===== src/rtl/sc_pkg.sv =====
package sc_pkg;
  typedef enum logic [1:0] {
    PAR_NONE = 2'b00,
    PAR_EVEN = 2'b01,
    PAR_ODD  = 2'b10
  } par_t;

  typedef enum logic [1:0] {
    RX_IDLE,
    RX_START,
    RX_BITS,
    RX_STOP
  } rx_st_t;
endpackage


===== src/rtl/sc_fifo.sv =====
module sc_fifo #(
  parameter int W     = 8,
  parameter int DEPTH = 16
) (
  input  logic         clk,
  input  logic         rst,
  input  logic         wr_en,
  input  logic [W-1:0] wr_data,
  input  logic         rd_en,
  output logic [W-1:0] rd_data,
  output logic         full,
  output logic         empty
);
  localparam int AW = $clog2(DEPTH);
  localparam logic [AW:0] FULL_CNT = (AW+1)'(DEPTH);

  logic [W-1:0]  mem [DEPTH];
  logic [AW-1:0] wp, rp;
  logic [AW:0]   cnt;
  logic          do_wr, do_rd;

  assign full    = (cnt == FULL_CNT);
  assign empty   = (cnt == '0);
  assign do_wr   = wr_en && !full;
  assign do_rd   = rd_en && !empty;
  assign rd_data = mem[rp];

  always_ff @(posedge clk) begin
    if (do_wr) mem[wp] <= wr_data;
  end

  always_ff @(posedge clk) begin
    if (rst) begin
      wp  <= '0;
      rp  <= '0;
      cnt <= '0;
    end else begin
      if (do_wr) wp <= wp + 1'b1;
      if (do_rd) rp <= rp + 1'b1;
      case ({do_wr, do_rd})
        2'b10:   cnt <= cnt + 1'b1;
        2'b01:   cnt <= cnt - 1'b1;
        default: cnt <= cnt;
      endcase
    end
  end
endmodule


===== src/rtl/sc_tx.sv =====
module sc_tx
  import sc_pkg::*;
#(
  parameter int ETU_W = 12
) (
  input  logic             clk,
  input  logic             rst,
  input  logic [ETU_W-1:0] etu,
  input  logic             inverse,
  input  logic [1:0]       par,
  input  logic             q_empty,
  input  logic [7:0]       q_data,
  output logic             q_pop,
  output logic             busy,
  output logic             line_low
);
  localparam int FR_W = 12;

  logic [FR_W-1:0]  sh;
  logic [3:0]       left;
  logic [ETU_W-1:0] cnt;
  logic [7:0]       ld;
  logic             par_en, pbit;
  logic [FR_W-1:0]  frame;

  always_comb begin
    for (int i = 0; i < 8; i++) ld[i] = inverse ? ~q_data[7-i] : q_data[i];
    par_en = (par_t'(par) == PAR_EVEN) || (par_t'(par) == PAR_ODD);
    pbit   = (par_t'(par) == PAR_ODD) ? ~^ld : ^ld;
    frame  = par_en ? {2'b11, pbit, ld, 1'b0} : {3'b111, ld, 1'b0};
  end

  assign q_pop    = !busy && !q_empty;
  assign line_low = ~sh[0];

  always_ff @(posedge clk) begin
    if (rst) begin
      sh   <= '1;
      left <= '0;
      cnt  <= '0;
      busy <= 1'b0;
    end else if (q_pop) begin
      sh   <= frame;
      left <= par_en ? 4'd12 : 4'd11;
      cnt  <= '0;
      busy <= 1'b1;
    end else if (busy) begin
      if (cnt == etu - 1'b1) begin
        cnt  <= '0;
        sh   <= {1'b1, sh[FR_W-1:1]};
        left <= left - 1'b1;
        if (left == 4'd1) busy <= 1'b0;
      end else begin
        cnt <= cnt + 1'b1;
      end
    end
  end
endmodule


===== src/rtl/sc_rx.sv =====
module sc_rx
  import sc_pkg::*;
#(
  parameter int ETU_W = 12
) (
  input  logic             clk,
  input  logic             rst,
  input  logic [ETU_W-1:0] etu,
  input  logic             inverse,
  input  logic [1:0]       par,
  input  logic             nine,
  input  logic             line_in,
  input  logic             hold,
  output logic             wr_en,
  output logic [9:0]       wr_data
);
  rx_st_t           st;
  logic [ETU_W-1:0] cnt;
  logic [3:0]       idx, nb;
  logic [8:0]       raw;
  logic             s1, ln;
  logic [7:0]       dec;
  logic             ninth, perr;

  always_comb begin
    for (int i = 0; i < 8; i++) dec[i] = inverse ? ~raw[7-i] : raw[i];
    ninth = nine && (inverse ? ~raw[8] : raw[8]);
    if (nine)                          perr = 1'b0;
    else if (par_t'(par) == PAR_EVEN)  perr = ^raw;
    else if (par_t'(par) == PAR_ODD)   perr = ~^raw;
    else                               perr = 1'b0;
    nb = (nine || par_t'(par) == PAR_EVEN || par_t'(par) == PAR_ODD) ? 4'd9 : 4'd8;
  end

  always_ff @(posedge clk) begin
    if (rst) begin
      s1 <= 1'b1;
      ln <= 1'b1;
    end else begin
      s1 <= line_in;
      ln <= s1;
    end
  end

  always_ff @(posedge clk) begin
    if (rst) begin
      st      <= RX_IDLE;
      cnt     <= '0;
      idx     <= '0;
      raw     <= '0;
      wr_en   <= 1'b0;
      wr_data <= '0;
    end else begin
      wr_en <= 1'b0;
      case (st)
        RX_IDLE: begin
          cnt <= '0;
          if (!hold && !ln) st <= RX_START;
        end
        RX_START: begin
          if (cnt == (etu >> 1)) begin
            cnt <= '0;
            idx <= '0;
            st  <= ln ? RX_IDLE : RX_BITS;
          end else cnt <= cnt + 1'b1;
        end
        RX_BITS: begin
          if (cnt == etu - 1'b1) begin
            cnt      <= '0;
            raw[idx] <= ln;
            if (idx == nb - 1'b1) st <= RX_STOP;
            else idx <= idx + 1'b1;
          end else cnt <= cnt + 1'b1;
        end
        default: begin
          if (cnt == etu - 1'b1) begin
            wr_en   <= 1'b1;
            wr_data <= {perr, ninth, dec};
            st      <= RX_IDLE;
          end else cnt <= cnt + 1'b1;
        end
      endcase
    end
  end
endmodule


===== src/rtl/sc_char_if.sv =====
module sc_char_if #(
  parameter int ETU_W = 12,
  parameter int DEPTH = 16
) (
  input  logic             clk,
  input  logic             rst,
  input  logic [ETU_W-1:0] cfg_etu,
  input  logic             cfg_inverse,
  input  logic [1:0]       cfg_tx_par,
  input  logic [1:0]       cfg_rx_par,
  input  logic             cfg_rx_nine,
  input  logic             tx_push,
  input  logic [7:0]       tx_data,
  output logic             tx_full,
  output logic             tx_drop,
  input  logic             rx_pop,
  output logic [8:0]       rx_data,
  output logic             rx_perr,
  output logic             rx_empty,
  input  logic             io_in,
  output logic             io_oe
);
  logic [7:0] txq_data;
  logic       txq_empty, tx_pop, tx_busy;
  logic       rx_wr, rx_full;
  logic [9:0] rx_wdata, rx_head;

  sc_fifo #(.W(8), .DEPTH(DEPTH)) u_txq (
    .clk(clk), .rst(rst), .wr_en(tx_push), .wr_data(tx_data),
    .rd_en(tx_pop), .rd_data(txq_data), .full(tx_full), .empty(txq_empty)
  );

  sc_tx #(.ETU_W(ETU_W)) u_tx (
    .clk(clk), .rst(rst), .etu(cfg_etu), .inverse(cfg_inverse), .par(cfg_tx_par),
    .q_empty(txq_empty), .q_data(txq_data), .q_pop(tx_pop),
    .busy(tx_busy), .line_low(io_oe)
  );

  sc_rx #(.ETU_W(ETU_W)) u_rx (
    .clk(clk), .rst(rst), .etu(cfg_etu), .inverse(cfg_inverse), .par(cfg_rx_par),
    .nine(cfg_rx_nine), .line_in(io_in), .hold(tx_busy),
    .wr_en(rx_wr), .wr_data(rx_wdata)
  );

  sc_fifo #(.W(10), .DEPTH(DEPTH)) u_rxq (
    .clk(clk), .rst(rst), .wr_en(rx_wr), .wr_data(rx_wdata),
    .rd_en(rx_pop), .rd_data(rx_head), .full(rx_full), .empty(rx_empty)
  );

  assign rx_data = rx_head[8:0];
  assign rx_perr = rx_head[9];

  always_ff @(posedge clk) begin
    if (rst) tx_drop <= 1'b0;
    else     tx_drop <= tx_push && tx_full;
  end
endmodule


===== config.mk =====
export PLATFORM = sky130hd
export DESIGN_NAME = sc_char_if
export DESIGN_NICKNAME = d
export VERILOG_FILES = /design/src/rtl/sc_pkg.sv /design/src/rtl/sc_fifo.sv /design/src/rtl/sc_tx.sv /design/src/rtl/sc_rx.sv /design/src/rtl/sc_char_if.sv
export SDC_FILE = /design/constraint.sdc
export NUM_CORES = 1
export LEC_CHECK = 0
export CORE_MARGIN = 10
export CORE_UTILIZATION = 50
export CTS_BUF_LIST = sky130_fd_sc_hd__clkbuf_4 sky130_fd_sc_hd__clkbuf_8
export DETAILED_ROUTE_END_ITERATION = 6
export PLACE_DENSITY = 0.66
export SYNTH_ARGS = -nofsm -noshare
export SYNTH_HDL_FRONTEND = slang
export SYNTH_SLANG_ARGS = --single-unit
export TNS_END_PERCENT = 30

===== constraint.sdc =====
create_clock -name clk -period 3.85 [get_ports clk]
set_clock_uncertainty 0.05 [all_clocks]
set_input_delay 0.385 -clock clk [delete_from_list [all_inputs] [get_ports clk]]
set_output_delay 0.385 -clock clk [all_outputs]
set_load 0.01 [all_outputs]

[Word level (Yosys, flattened, before mapping)]
Memories as Yosys holds them, arrays and structs flattened. A register that Yosys moved wholly into a read port is not among the register bits.
Cells that the tools add are included.
Word-level totals
  bits in latches: 0
  register bits after elaboration: 96
  ROM bits: 0
  memory bits (writable): 288
  logic and storage cells: 182
  output and inout bits: 14
  memories: 2
  input bits: 31
Memories
  u_rxq.mem: words 16, width 10, read ports 1, clocked after Yosys merged registers in 1, wr ports 1, RTL line sc_fifo.sv:17  | logic [W-1:0] mem [DEPTH];
  u_txq.mem: words 16, width 8, read ports 1, clocked after Yosys merged registers in 1, wr ports 1, RTL line sc_fifo.sv:17
Cells by class
  bitwise gates (word level): 19
  multipliers: 0
  shift operators: 0
  reductions and logical operators: 39
  equal/unequal tests: 23
  div/mod/pow operators: 0
  order comparisons: 2
  multiplexer cells: 64
  add/sub/neg operators: 14
Operator list (count)
  two-way mux 12 bit: 7
  two-way mux 4 bit: 10
  one-hot mux 12 bit (3 select lines): 1
  two-way mux 1 bit: 32
  adder 12 x 1 -> 12 bit, second input constant: 2
  == test 12 bit: 2
  adder 4 x 1 -> 4 bit, second input constant: 5
  one-hot mux 5 bit (2 select lines): 2
  NOT 1 bit: 19
  == test 12 x 11 -> 1 bit: 1
  two-way mux 2 bit: 6
  subtractor 12 x 1 -> 12 bit, second input constant: 1
  adder 5 x 1 -> 5 bit, second input constant: 2
  == test 2 x 1 -> 1 bit, second input constant: 5
  == test 2 bit, second input constant: 5
  == test 5 bit, second input constant: 2
  zero test 5 bit: 2
  two-way mux 10 bit: 1
  nonzero test 2 bit: 5
  subtractor 5 x 1 -> 5 bit, second input constant: 2
  bitwise mux 9 bit: 1
  logical AND 1 bit: 9
  XNOR reduction 9 bit: 1
  parity 9 bit: 1
  other kinds (24): 37

[Longest topological paths before layout]
  depth in word-level cells: 9
  depth in mapped cells: 14
  gate-level depth less buffers: 13

[Cells and area by module]
A second synthesis with hierarchy kept.
Unflattened totals
  cells, all modules: 1260
  area, all modules: 17588.1 µm²
Modules (own cells, without submodules)
  sc_fifo (u_rxq): times used 1, cells each 378, area an instance 7076.8 µm², seq. area each 5144.9 µm²
  sc_fifo (u_txq): times used 1, cells each 330, area an instance 5891.9 µm², seq. area each 4184.0 µm²
  sc_rx: times used 1, cells each 317, area an instance 2658.8 µm², seq. area each 800.8 µm²
  sc_tx: times used 1, cells each 233, area an instance 1931.9 µm², seq. area each 540.5 µm²
  sc_char_if: times used 1, cells each 2, area an instance 28.8 µm², seq. area each 20.0 µm²

[Worst setup path after synthesis]
OpenSTA, ideal clock, no wires.
  kind: input port to flip-flop
  start: input port cfg_etu[3]
  end: register u_tx.sh[0]
  required time: 3.678 ns
  path slack: 0.851 ns
  arrival: 2.827 ns
  cell stages on the path: 10
  setup time: 0.122 ns
  path through: buf_2 or4_1 buf_2 or3_1 a21oi_1 nand3_1 nor4_4 nand2_4 and3_1 a311o_1
On the way
  cells in the longest elaborated chain, start to end: 4
RTL lines
  start: declaration: RTL line sc_char_if.sv:7  | input logic [ETU_W-1:0] cfg_etu,
  subtractor 12 x 1 -> 12 bit: RTL line sc_tx.sv:48  | if (cnt == etu - 1'b1) begin
  == test 12 bit: RTL line sc_tx.sv:48
  nonzero test 2 bit (no line)
  AND reduction 2 bit (no line)
  end signal: assignment: RTL line sc_tx.sv:43  | sh <= frame;
  end signal: assignment: RTL line sc_tx.sv:50  | sh <= {1'b1, sh[FR_W-1:1]};
  end: declaration: RTL line sc_tx.sv:19  | logic [FR_W-1:0] sh;
No other way between the ends.
A chain may end at the register's enable or synchronous reset.

==> flow_summary.toml <==
[sta]
relSlewSlack_pct = 30.2
timing.setup.tns_ns = 0
finalSetupViolCount = 0
finalHoldViolCount = 0
slew_violations = 0
worst_pin_slew_ns = 1.04
min_period_over_period_pct = 86.4
whs_ns = 0.351
fin_ws_ns = 0.522
finalCriticalPeriod_ns = 3.33
max_freq_mhz = 300
rsz0062_at_grt = "false"

[final_layout]
synthToLayoutAreaGrowth_pct = 13.9
final_util_pct = 57.7
instances_no_fill = 1759
final_net_count = 1324
final.fill_count = 2672
stdcell_area_um2 = 19300
multi_input_area_um2 = 5860
final_layout_size_suffix_gt1_share_pct = 18.7
regArea_um2 = 10700
n_antenna_cell = 0

[worst_hold_path]
hold_path.class = "input port to register"

[drt]
via_per_inst = 5.51
postRouteAntennaNets = 0
dr.pass1.iters = 4
totalWireLength_um = 33700
via_count = 9686
wl_per_cell_um = 19.2
drcViolationCount = 0
drt_iter0_markers = 580

[worst_setup_path]
critPathKind = "register to output pin"
critPathArrivalTime_ns = 2.89
worstPathRequired_ns = 3.41
worst_setup_path_start_kind = "register"
end_kind = "output pin"
critPathMaxFanout = 23

[clock_network]
post_cts_resized = 0
cts_tree = "yes"
post_cts_buffers = 0
insertion_delay_ns = 0.61
ctsLongestPathBuffers = 3
root_buffer = "clkbuf_8"
cts_buffers = 66
cts.sinks = 390
hold_buffers = 0
htreeDepth = 3
clkTransAtPathRegs_ns = 0.07

[power_and_ir_drop]
power_mw = 9.94
p_leak_nw = 6.70
ir_drop_mv = 0.320
power.density_nw_per_um2 = 514

[global_routing]
grt_max_degree = 45
grt_overflow_total = 0
antenna_found_initial = 0
grtUsageTotal_pct = 16.4
grt_pass1_wl_um = 53900
first_global_vias = 9874

[synth]
synth-edff-count = 288
yosysMostFrequentCell = "edfxtp_1"
netlist_top_cells_count = "288 x edfxtp_1, 113 x nor2_1, 102 x dfxtp_1, 79 x mux4_2, 57 x xor2_1"
async_reset_ff_share_pct = 0
synth-main-ff-cell = "edfxtp_1"
synth_area_leaders = "edfxtp_1 51%, dfxtp_1 12%, mux4_2 10%"
syn_inst = 1175
yosys.area.top_type_share_pct = 50.9
yosysSeqAreaShare_pct = 63.0
syn_area_um2 = 17000
netlist.top_cell.by_area = "edfxtp_1"
ys_seq_elements = 390
synth_cell_types = 58
synth_nets = 1241
yosysWarnings = 0
synth.avg_cell_area_um2 = 14.4

[floorplanning]
fp-row-count = 67
core-area_um2 = 33500
ioPinCount = 45
start_util_pct = 50.6
die_area_um2 = 41700
die_width_um = 204
die_h_um = 204

[placed_design]
gp_congestion = 0.815
pre_cts_slack_ns = 0.187
dp_hpwl_um = 22000
io_buffers = 44
placed_cells = 1638
place_area_um2 = 18000

[status]
status = "finished clean"

[flow_run]
maxCapViolations = 0
layer usage:
metal | routed length (µm) | track usage [%]
met5 | 0 | 0
met4 | 884 | 6.69
met3 | 1370 | 3.06
met2 | 16800 | 26.8
met1 | 14700 | 21.1
final timing paths:
check	startpoint	to	slack (ns)	depth (start not counted)
setup / recovery	register	rx_data[4]	0.52	4
hold / removal	tx_push	tx_drop$_SDFF_PP0_	0.35	2
setup reg to reg	u_txq.cnt[1]$_SDFFE_PP0P_	u_txq.cnt[4]$_SDFFE_PP0P_	0.79	12
hold reg to reg	u_rx.s1$_SDFF_PP1_	u_rx.ln$_SDFF_PP1_	0.36	1
worst max-delay path: stages, from the launching register on:
cell             delay, ns
dfxtp_2               0.65
buf_12                0.25
mux4_2                0.34
mux4_2                0.52
clkdlybuf4s50_1       0.51
cells in the final DEF (no fill, tap or decap), drive strengths merged, types with 5 or more instances in the layout:
master	n
xor2	57
nor4	13
mux2i	38
nand2b	7
edfxtp	288
or3	10
a221oi	6
dfxtp	102
and3	12
o21ai	25
nor3	21
nor3b	5
nand3	15
nor2	113
xnor2	31
inv	38
nor2b	7
a31oi	8
clkbuf	91
mux4	79
o211ai	5
clkinv	24
a21oi	43
clkdlybuf4s50	43
or4	5
xnor3	6
ha	33
a22oi	7
a21o	7
nand2	57
a211oi	12
nand4	26
buf	41
state kept, by name, indices dropped and copies added (netlist names), 2 cells and up, named ones only:
signal and cells:
u_txq.rp 4, u_rx.raw 9, u_rx.idx 4, u_rxq.rp 4
u_tx.left 4, u_txq.wp 4, u_rx.wr_data 10, u_txq.cnt 5
u_tx.cnt 12, u_rxq.mem 160, u_rx.st 2, u_rx.cnt 12
u_rxq.cnt 5, u_txq.mem 128, u_rxq.wp 4, u_tx.sh 10
power by group:
| group | leakage (nW) | internal [mW] | switching, mW |
|---|---|---|---|
| Sequential | 3.40 | 4.63 | 0.118 |
| Clock | 0.697 | 2.02 | 1.63 |
| Combinational | 2.61 | 0.717 | 0.835 |
| Total | 6.70 | 7.36 | 2.58 |
cells by family after synthesis:
logic type,after synthesis,share of synthesized area (%)
adders and majority gates,35,2.67
buffers and inverters,105,2.64
muxes,117,12.7
xor gates and xnor gates,94,5.34
DFF,390,63.0
AOI/OAI and AO/OA,127,4.72
and+or+nand+nor,307,8.94
area by class of cell:
cell class	instances	area share, %
tap	448	2.90
clock inverter	30	1.05
clock buffer	91	5.73
sequential	390	55.3
timing repair buffer	84	4.00
inverter	36	0.699
multi-input combinational	680	30.3
No activity file was read; power rests on OpenSTA's default activity.
